`config.mk`:
```
export PLATFORM = sky130hd
export DESIGN_NAME = msi_msg_gen
export DESIGN_NICKNAME = d
export VERILOG_FILES = /design/src/rtl/msi_pkg.sv /design/src/rtl/msi_regs.sv /design/src/rtl/msi_vec_map.sv /design/src/rtl/msi_arbiter.sv /design/src/rtl/msi_msg_gen.sv
export SDC_FILE = /design/constraint.sdc
export NUM_CORES = 1
export LEC_CHECK = 0
export ABC_CLOCK_PERIOD_IN_PS = 3100
export BUFFER_PORTS_ARGS = -buffer_cell sky130_fd_sc_hd__buf_2
export CORE_MARGIN = 2
export CORE_UTILIZATION = 33
export DETAILED_ROUTE_END_ITERATION = 7
export GPL_ROUTABILITY_DRIVEN = 0
export SLEW_MARGIN = 30
export SYNTH_ARGS = -nofsm -noshare
export SYNTH_HDL_FRONTEND = slang
export SYNTH_SLANG_ARGS = --single-unit
```
`constraint.sdc`:
```
create_clock -name clk -period 3.1 [get_ports clk]
set_clock_uncertainty 0.15 [all_clocks]
set_input_delay 0.62 -clock clk [delete_from_list [all_inputs] [get_ports clk]]
set_output_delay 0.62 -clock clk [all_outputs]
set_load 0.005 [all_outputs]
```
`src/rtl/msi_pkg.sv`:
```
package msi_pkg;
    localparam int MAX_VEC = 32;
    localparam int VEC_W   = 5;

    typedef enum logic [0:0] {
        ST_IDLE = 1'b0,
        ST_SEND = 1'b1
    } msi_state_t;

    localparam logic [2:0] OFF_CTRL  = 3'd0;
    localparam logic [2:0] OFF_ADDRL = 3'd1;
    localparam logic [2:0] OFF_ADDRH = 3'd2;
    localparam logic [2:0] OFF_DATA  = 3'd3;
    localparam logic [2:0] OFF_MASK  = 3'd4;
    localparam logic [2:0] OFF_PEND  = 3'd5;

    // Bit set covering the 2^g granted vectors
    function automatic logic [MAX_VEC-1:0] granted_set(input logic [2:0] g);
        logic [MAX_VEC:0] t;
        t = ({{MAX_VEC{1'b0}}, 1'b1} << (1 << g)) - 1'b1;
        return t[MAX_VEC-1:0];
    endfunction
endpackage

```
`src/rtl/msi_regs.sv`:
```
module msi_regs
    import msi_pkg::*;
#(
    parameter int REQ_LOG2   = 5,
    parameter bit ADDR64_CAP = 1'b1,
    parameter bit MASK_CAP   = 1'b1
) (
    input  logic               clk,
    input  logic               rst_n,
    input  logic               reg_wr,
    input  logic [2:0]         reg_addr,
    input  logic [31:0]        reg_wdata,
    output logic [31:0]        reg_rdata,
    input  logic [MAX_VEC-1:0] pend_set,
    input  logic [MAX_VEC-1:0] pend_clr,
    output logic               en,
    output logic [2:0]         grant,
    output logic [63:0]        addr,
    output logic [15:0]        base,
    output logic [MAX_VEC-1:0] mask,
    output logic [MAX_VEC-1:0] pend
);
    localparam logic [2:0] REQ3 = 3'(REQ_LOG2);

    logic [31:0] addr_lo, addr_hi;

    always_ff @(posedge clk) begin
        if (!rst_n) begin
            en      <= 1'b0;
            grant   <= 3'd0;
            addr_lo <= '0;
            addr_hi <= '0;
            base    <= '0;
            mask    <= '0;
            pend    <= '0;
        end else begin
            pend <= (pend & ~pend_clr) | pend_set;
            if (reg_wr) begin
                unique case (reg_addr)
                    OFF_CTRL: begin
                        en    <= reg_wdata[0];
                        grant <= (reg_wdata[6:4] > REQ3) ? REQ3 : reg_wdata[6:4];
                    end
                    OFF_ADDRL: addr_lo <= {reg_wdata[31:2], 2'b00};
                    OFF_ADDRH: if (ADDR64_CAP) addr_hi <= reg_wdata;
                    OFF_DATA:  base <= reg_wdata[15:0];
                    OFF_MASK:  if (MASK_CAP) mask <= reg_wdata;
                    default: ;
                endcase
            end
        end
    end

    assign addr = {addr_hi, addr_lo};

    always_comb begin
        unique case (reg_addr)
            OFF_CTRL:  reg_rdata = {23'd0, MASK_CAP, ADDR64_CAP, grant, REQ3, en};
            OFF_ADDRL: reg_rdata = addr_lo;
            OFF_ADDRH: reg_rdata = addr_hi;
            OFF_DATA:  reg_rdata = {16'd0, base};
            OFF_MASK:  reg_rdata = mask;
            OFF_PEND:  reg_rdata = pend;
            default:   reg_rdata = 32'd0;
        endcase
    end
endmodule

```
`src/rtl/msi_vec_map.sv`:
```
module msi_vec_map
    import msi_pkg::*;
#(
    parameter int NUM_SRC = 32
) (
    input  logic [NUM_SRC-1:0] src_req,
    input  logic [2:0]         grant,
    output logic [MAX_VEC-1:0] hit
);
    int top;

    always_comb begin
        top = (1 << grant) - 1;
        hit = '0;
        for (int s = 0; s < NUM_SRC; s++) begin
            if (src_req[s]) begin
                if (s > top) hit[VEC_W'(top)] = 1'b1;
                else         hit[VEC_W'(s)]   = 1'b1;
            end
        end
    end
endmodule

```
`src/rtl/msi_arbiter.sv`:
```
module msi_arbiter
    import msi_pkg::*;
(
    input  logic [MAX_VEC-1:0] req,
    output logic               any,
    output logic [VEC_W-1:0]   idx
);
    always_comb begin
        any = |req;
        idx = '0;
        for (int i = MAX_VEC - 1; i >= 0; i--) begin
            if (req[i]) idx = VEC_W'(i);
        end
    end
endmodule

```
`src/rtl/msi_msg_gen.sv`:
```
module msi_msg_gen
    import msi_pkg::*;
#(
    parameter int NUM_SRC    = 32,
    parameter int REQ_LOG2   = 5,
    parameter bit ADDR64_CAP = 1'b1,
    parameter bit MASK_CAP   = 1'b1
) (
    input  logic               clk,
    input  logic               rst_n,
    input  logic               reg_wr,
    input  logic [2:0]         reg_addr,
    input  logic [31:0]        reg_wdata,
    output logic [31:0]        reg_rdata,
    input  logic [NUM_SRC-1:0] src_req,
    output logic               wr_valid,
    input  logic               wr_ready,
    output logic [63:0]        wr_addr,
    output logic               wr_is64,
    output logic [15:0]        wr_data
);
    logic               en_w;
    logic [2:0]         grant_w;
    logic [63:0]        addr_w;
    logic [15:0]        base_w;
    logic [MAX_VEC-1:0] mask_w, pend_w, hit_w, pend_set, pend_clr, elig;
    logic               any_w;
    logic [VEC_W-1:0]   pick_w;

    msi_state_t       state, state_n;
    logic [VEC_W-1:0] vec_q;
    logic [15:0]      data_q;
    logic [63:0]      addr_q;
    logic [15:0]      low_w;

    msi_regs #(
        .REQ_LOG2  (REQ_LOG2),
        .ADDR64_CAP(ADDR64_CAP),
        .MASK_CAP  (MASK_CAP)
    ) u_regs (
        .clk      (clk),
        .rst_n    (rst_n),
        .reg_wr   (reg_wr),
        .reg_addr (reg_addr),
        .reg_wdata(reg_wdata),
        .reg_rdata(reg_rdata),
        .pend_set (pend_set),
        .pend_clr (pend_clr),
        .en       (en_w),
        .grant    (grant_w),
        .addr     (addr_w),
        .base     (base_w),
        .mask     (mask_w),
        .pend     (pend_w)
    );

    msi_vec_map #(.NUM_SRC(NUM_SRC)) u_map (
        .src_req(src_req),
        .grant  (grant_w),
        .hit    (hit_w)
    );

    assign pend_set = en_w ? hit_w : '0;
    assign elig     = pend_w & ~mask_w & granted_set(grant_w);

    msi_arbiter u_arb (
        .req(elig),
        .any(any_w),
        .idx(pick_w)
    );

    assign low_w = 16'((1 << grant_w) - 1);

    // State register
    always_ff @(posedge clk) begin
        if (!rst_n) state <= ST_IDLE;
        else        state <= state_n;
    end

    // Payload latched on pick
    always_ff @(posedge clk) begin
        if (!rst_n) begin
            vec_q  <= '0;
            data_q <= '0;
            addr_q <= '0;
        end else if (state == ST_IDLE && en_w && any_w) begin
            vec_q  <= pick_w;
            data_q <= (base_w & ~low_w) | (16'(pick_w) & low_w);
            addr_q <= addr_w;
        end
    end

    // Next state and outputs
    always_comb begin
        state_n  = state;
        wr_valid = 1'b0;
        pend_clr = '0;
        unique case (state)
            ST_IDLE: begin
                if (en_w && any_w) state_n = ST_SEND;
            end
            ST_SEND: begin
                wr_valid = 1'b1;
                if (wr_ready) begin
                    pend_clr[vec_q] = 1'b1;
                    state_n         = ST_IDLE;
                end
            end
            default: state_n = ST_IDLE;
        endcase
    end

    assign wr_addr = addr_q;
    assign wr_data = data_q;
    assign wr_is64 = |addr_q[63:32];
endmodule

```
# After elaboration in Yosys (flattened, before gate mapping)
# Index checks and enable logic that the tools add are counted.
op_classes:
  n_addsub: 2
  magnitude_cmp: 37
  eq_ne: 5
  shift: 2
  n_mux: 140
  bitwise_logic: 42
  n_reduce_logical: 13
ops:
  columns: ["operator", "n"]
  rows:
  - ["32-bit two-way mux", 51]
  - ["32-bit OR", 32]
  - ["6-bit by 32-bit greater-than comparator with 1-bit output (first input constant)", 16]
  - ["5-bit by 32-bit greater-than comparator with 1-bit output (first input constant)", 8]
  - ["32-bit one-hot mux with 6 select lines", 1]
  - ["5-bit two-way mux", 33]
  - ["4-bit by 32-bit greater-than comparator with 1-bit output (first input constant)", 4]
  - ["32-bit AND", 3]
  - ["3-bit by 32-bit greater-than comparator with 1-bit output (first input constant)", 2]
  - ["32-bit NOT", 2]
  - ["32-bit OR reduction", 2]
  - ["1-bit by 32-bit greater-than comparator with 1-bit output (first input constant)", 1]
  - ["2-bit by 32-bit greater-than comparator with 1-bit output (first input constant)", 1]
  - ["1-bit by 3-bit << shifter with 32-bit output (first input constant)", 1]
  - ["1-bit by 32-bit << shifter with 32-bit output (first input constant)", 1]
  - ["32-bit by 1-bit subtractor with 32-bit output (second input constant)", 1]
  - ["32-bit by 2-bit subtractor with 32-bit output (second input constant)", 1]
  - ["31-bit two-way mux", 1]
  - ["30-bit two-way mux", 1]
  - ["29-bit two-way mux", 1]
  - ["28-bit two-way mux", 1]
  - ["27-bit two-way mux", 1]
  - ["26-bit two-way mux", 1]
  - ["25-bit two-way mux", 1]
  - ["40 further kinds", 74]
totals:
  reg_bits: 230
  input_bits: 71
  output_inout_bits: 114

# Longest topological paths before layout
depth:
  ltp_word: 103
  depth_mapped: 14
  ltp_nobuf: 10

# Modules after synthesis
# Synthesis repeated with hierarchy kept, for this count alone.
hier_totals:
  hier_cells: 1429
  hier_area_um2: 11690.0
modules_own_cells:
  columns: ["mod", "n_inst", "cells_per_inst", "area_per_inst_um2", "seq_area_each_um2"]
  rows:
  - ["msi_regs", 1, 754, 6601.3, 2922.8]
  - ["msi_msg_gen", 1, 527, 4091.4, 1721.7]
  - ["msi_vec_map", 1, 83, 611.8, 0.0]
  - ["msi_arbiter", 1, 65, 385.4, 0.0]

# Worst setup path after synthesis
# Ideal clock, no wire load.
synth_timing:
  path_type: "flip-flop to flip-flop"
  from: "register u_regs.grant[1]"
  to: "register data_q[1], in the netlist wr_data[1]"
  arrival_ns: 2.675
  required_time_ns: 2.834
  slack_ns: 0.159
  stages_incl_launch_ff: 14
  n_path_buf: 3
  period_less_slack_ns: 2.941
  cell_sequence: "dfxtp_1 buf_2 nor3_2 inv_2 ha_1 clkbuf_1 nor2b_1 a32o_1 or2_1 nor2_2 a41oi_2 buf_4 mux2i_1 a41o_1"
synth_between:
  elab_chain_cells: 38
  elab_cells_between_ends: 43
  classes_between: "add/sub: 2; shift: 2; mux: 32; bitwise: 5; reduce/logical: 2"
synth_lines:
  columns: ["item", "line", "text"]
  rows:
  - ["start, declared", "msi_regs.sv:17", "output logic [2:0] grant,"]
  - ["start signal, assigned", "msi_regs.sv:42", "grant <= (reg_wdata[6:4] > REQ3) ? REQ3 : reg_wdata[6:4];"]
  - ["1-bit by 3-bit << shifter with 32-bit output (*)", "msi_msg_gen.sv:72", "assign low_w = 16'((1 << grant_w) - 1);"]
  - ["1-bit by 32-bit << shifter with 32-bit output", "msi_pkg.sv:20", "t = ({{MAX_VEC{1'b0}}, 1'b1} << (1 << g)) - 1'b1;"]
  - ["32-bit by 1-bit subtractor with 32-bit output", "msi_pkg.sv:20", null]
  - ["32-bit AND", "msi_msg_gen.sv:64", "assign elig = pend_w & ~mask_w & granted_set(grant_w);"]
  - ["5-bit two-way mux (32 in series)", "msi_arbiter.sv:12", "if (req[i]) idx = VEC_W'(i);"]
  - ["5-bit by 16-bit AND with 16-bit output", "msi_msg_gen.sv:88", "data_q <= (base_w & ~low_w) | (16'(pick_w) & low_w);"]
  - ["16-bit OR", "msi_msg_gen.sv:88", null]
  - ["end signal, assigned", "msi_msg_gen.sv:88", null]
  - ["end, declared", "msi_msg_gen.sv:32", "logic [15:0] data_q;"]
# Mark *: on every way between the ends. The rest lies on a longest branch, timed or not.
# A chain may end at the register's enable or synchronous reset.

# Worst setup path after layout
layout_timing:
  from: "register u_regs.grant[0]"
  to: "register addr_q[21], in the netlist wr_addr[21]"
layout_between:
  elab_chain_cells: 6
layout_lines:
  columns: ["item", "line", "text"]
  rows:
  - ["1-bit by 3-bit << shifter with 32-bit output", null, null]
  - ["1-bit by 32-bit << shifter with 32-bit output", "msi_pkg.sv:20", null]
  - ["32-bit by 1-bit subtractor with 32-bit output", "msi_pkg.sv:20", null]
  - ["32-bit AND", "msi_msg_gen.sv:64", null]
  - ["32-bit OR reduction", "msi_arbiter.sv:9", "any = |req;"]
  - ["1-bit logical AND", "msi_msg_gen.sv:86", "end else if (state == ST_IDLE && en_w && any_w) begin"]
  - ["end signal, assigned", "msi_msg_gen.sv:89", "addr_q <= addr_w;"]
  - ["end, declared", "msi_msg_gen.sv:33", "logic [63:0] addr_q;"]
# No other way between the ends.

==> results.toml <==
[clock_network]
cts.root.buffer_cell = "sky130_fd_sc_hd__clkbuf_16"
ctsLongestPathBuffers = 3
clock-sinks = 230
cts_resized = 0
clk_pin_slew_worst_paths_ns = 0.06
cts-buffers-inserted = 25
cts-htree-levels = 1
cts_tree = "yes"
clock_latency_on_the_worst_skew_pair_ns = 0.52

[critical_path]
worstPathCellList = "nor3_2 -> inv_2 -> ha_1 -> nor2b_1 -> a32o_1 -> or2_1 -> nor2_2 -> a41o_2 -> buf_12 -> nand2_1 -> a21oi_1"
crit_required_ns = 3.38
worstPathArrival_ns = 3.10
crit_path_end_kind = "flip-flop"
critPathMaxFanout = 65
startpoint_type = "flip-flop"
cpPeakStageDelay_ns = 0.32
timing.setup.critical_path_class = "flip-flop to flip-flop"
critPathSlowestCell = "sky130_fd_sc_hd__dfxtp_1"

[power_and_ir_drop]
max-vdd-ir-drop_mv = 0.357
power.static_leakage_nw = 4.83
power_per_cell_area_nw_per_um2 = 507
report.power.total_mw = 6.39

[synthesis]
synth_top_area_frac = 0.447
avgSynthCellArea_um2 = 7.45
postSynth.topFlopCell = "sky130_fd_sc_hd__dfxtp_1"
yosysSeqAreaShare = 0.447
ffs_latches_synth = 230
netlist.top_cell.by_area = "sky130_fd_sc_hd__dfxtp_1"
yosys-top-cells-area = "sky130_fd_sc_hd__dfxtp_1 (45%), sky130_fd_sc_hd__nand2_1 (16%), sky130_fd_sc_hd__a21oi_1 (13%), sky130_fd_sc_hd__a22oi_1 (2.8%), sky130_fd_sc_hd__clkbuf_1 (2.4%)"
yosys.cell_count.top_type = "sky130_fd_sc_hd__nand2_1"
synthesis.area_um2 = 10300
synth-async-reset-ratio = 0
synth-edff-count = 0
ys_warn_count = 0
yosys.cell_types.count = 68
synthCells = 1383
synth.top_cells.by_count = "sky130_fd_sc_hd__nand2_1 (432), sky130_fd_sc_hd__a21oi_1 (262), sky130_fd_sc_hd__dfxtp_1 (230)"

[sta]
worst-slew-pin-transition_ns = 0.855
slew_violations = 0
final_number_of_hold_violating_endpoints = 0
finalSetupViolCount = 0
fin_crit_ns = 2.82
maxClockFrequency_mhz = 355
timing.setup.tns_ns = 0
hold-worst-slack_ns = 0.207
layout_worst_path_cycle_share = 0.909
timing.max_slew.rel_slack = 0.430
rsz_0062_raised_after_global_routing = "no"

[drt]
drc_errors = 0
drt_wl_total_um = 37600
antenna_violating_nets_post_route = 0
routedWlPerCell_um = 19.2
drt_pass1_iterations = 7
mean_number_of_vias_per_cell = 5.41
iteration_0_drc_markers = 1129
dr_total_vias = 10600

[floorplan]
die-area_um2 = 32700
core_region_area_um2 = 30700
die_width_um = 181
top_level_ports = 185
initial_core_util = 0.336
dieHeight_um = 181
std_cell_rows = 64

[cells_and_area]
final_net_count = 1616
post_route_cells_drive_above_1_share = 0.188
synthToLayoutAreaGrowth_pct = 22.3
final_cell_area_um2 = 12600
final.fill_count = 3177

[global_route]
globalRouteTotalUtil = 0.222
grt_pass1_wl_um = 58200
grt_max_degree = 102
antenna_found_initial = 1
vias_in_the_first_global_route = 9904
globalRoute.totalOverflow = 0

[place]
half_perimeter_wire_length_of_the_detailed_placement_result_um = 28200
io_buffers = 182
placed_cell_area_um2 = 11800

[hold_path]
min_path_type = "input port to flip-flop"

[run]
drv.max_cap_violation_count = 0

[run_status]
result_of_the_run = "finished, final reports clean"
[area by class of cell]
| cell class | instances | area, um2 | area share |
|---|---|---|---|
| diodes | 1 | 2.50 | 0.000199 |
| clock buffers | 33 | 676 | 0.0536 |
| clock inverters | 12 | 139 | 0.0110 |
| inverters | 14 | 57.6 | 0.00457 |
| multi-input cells | 1040 | 5230 | 0.415 |
| flip-flops and latches | 230 | 4600 | 0.365 |
| well taps | 396 | 495 | 0.0393 |
| repair buffers | 232 | 1400 | 0.111 |
[worst max-delay path, delay by kind of cell (launching register included)]
kind | cells | cell delay, ns
flip-flops | 1 | 0.32
adder cells (fa/ha/maj) | 1 | 0.20
AO/OA/AOI/OAI | 3 | 0.76
AND/OR/NAND/NOR | 5 | 0.94
buffers and inverters | 2 | 0.32
[metrics by stage]
stage          cells  utilization  worst slack, ns
4_1_cts         1955        0.410            0.199
2_1_floorplan   1384            -            0.159
3_3_place_gp    1910        0.383            0.322
5_1_grt         1958        0.411            0.101
3_5_place_dp    1910        0.383            0.237
6_report        1958        0.411            0.282
[cell usage in the layout, fill, tap and decap left out, types with 4 or more instances in the layout]
cell | Yosys | layout
sky130_fd_sc_hd__nand2b_1 | 12 | 12
sky130_fd_sc_hd__buf_12 | 0 | 9
sky130_fd_sc_hd__and2_1 | 5 | 5
sky130_fd_sc_hd__buf_4 | 10 | 41
sky130_fd_sc_hd__clkbuf_16 | 0 | 25
sky130_fd_sc_hd__nor4_1 | 15 | 15
sky130_fd_sc_hd__a31oi_1 | 7 | 7
sky130_fd_sc_hd__o21a_1 | 4 | 4
sky130_fd_sc_hd__buf_2 | 15 | 182
sky130_fd_sc_hd__nand4_1 | 5 | 5
sky130_fd_sc_hd__and3_1 | 5 | 5
sky130_fd_sc_hd__dfxtp_1 | 230 | 230
sky130_fd_sc_hd__clkinv_2 | 0 | 8
sky130_fd_sc_hd__nor3_1 | 17 | 17
sky130_fd_sc_hd__nand3_1 | 21 | 21
sky130_fd_sc_hd__nor2_1 | 45 | 45
sky130_fd_sc_hd__a21oi_1 | 262 | 262
sky130_fd_sc_hd__nand2_1 | 432 | 432
sky130_fd_sc_hd__a22oi_1 | 38 | 38
sky130_fd_sc_hd__o21ai_0 | 31 | 31
sky130_fd_sc_hd__mux2i_1 | 13 | 13
sky130_fd_sc_hd__nand3b_1 | 6 | 6
sky130_fd_sc_hd__inv_1 | 11 | 11
sky130_fd_sc_hd__a211oi_1 | 5 | 5
sky130_fd_sc_hd__clkbuf_1 | 67 | 6
sky130_fd_sc_hd__a221oi_1 | 11 | 11
sky130_fd_sc_hd__nor2b_1 | 30 | 29
[where the power goes]
| part | leakage (nW) | total, mW | switching [mW] | internal [mW] |
|---|---|---|---|---|
| Clock | 0.408 | 2.99 | 1.21 | 1.78 |
| Sequential | 1.86 | 3.03 | 0.0385 | 2.99 |
| Combinational | 2.56 | 0.369 | 0.243 | 0.126 |
| Total | 4.83 | 6.39 | 1.49 | 4.89 |
[layer usage]
| layer | vias up | wire [um] | global-route usage | share of wire |
|---|---|---|---|---|
| met2 | 521 | 16300 | 0.335 | 0.43 |
| met3 | 82 | 3220 | 0.0357 | 0.086 |
| met5 | - | 0 | 0 | 0 |
| met1 | 4904 | 16700 | 0.317 | 0.44 |
| met4 | 0 | 1330 | 0.0823 | 0.035 |
| li1 | 5093 | - | - | - |
[registers in the layout, summed over array words and instances, names as in the netlist]
register	cells
u_regs.addr_hi	32
u_regs.en	1
u_regs.addr_lo	30
u_regs.mask	32
u_regs.pend	32
wr_data	16
u_regs.base	16
u_regs.grant	3
vec_q	5
state	1
wr_addr	62
[what timing repair did]
action	in CTS	in global routing
endpoints found under the hold margin	0	0
setup buffers	0	2
hold buffers	0	0
setup endpoints to repair	0	20
[cells by family after synthesis]
family                     count (synthesis)  share of synthesized area
muxes                                     15                     0.0148
xor gates and xnor gates                   1                   0.000850
and+or+nand+nor                          614                      0.256
buffers and inverters                    114                     0.0477
other                                      2                   0.000729
adders and majority gates                  2                    0.00243
DFF                                      230                      0.447
AOI/OAI and AO/OA                        405                      0.231
[worst paths after layout]
path	startpoint	end	slack, ns	depth (start not counted)
setup / recovery	u_regs.grant[0]	wr_addr[21]	0.28	11
hold / removal	src_req[4]	u_regs.pend[4]	0.21	3
setup reg to reg	u_regs.grant[0]	wr_addr[21]	0.28	11
hold reg to reg	wr_addr[30]	wr_addr[30]	0.30	2
No activity file was read; power rests on OpenSTA's default activity.
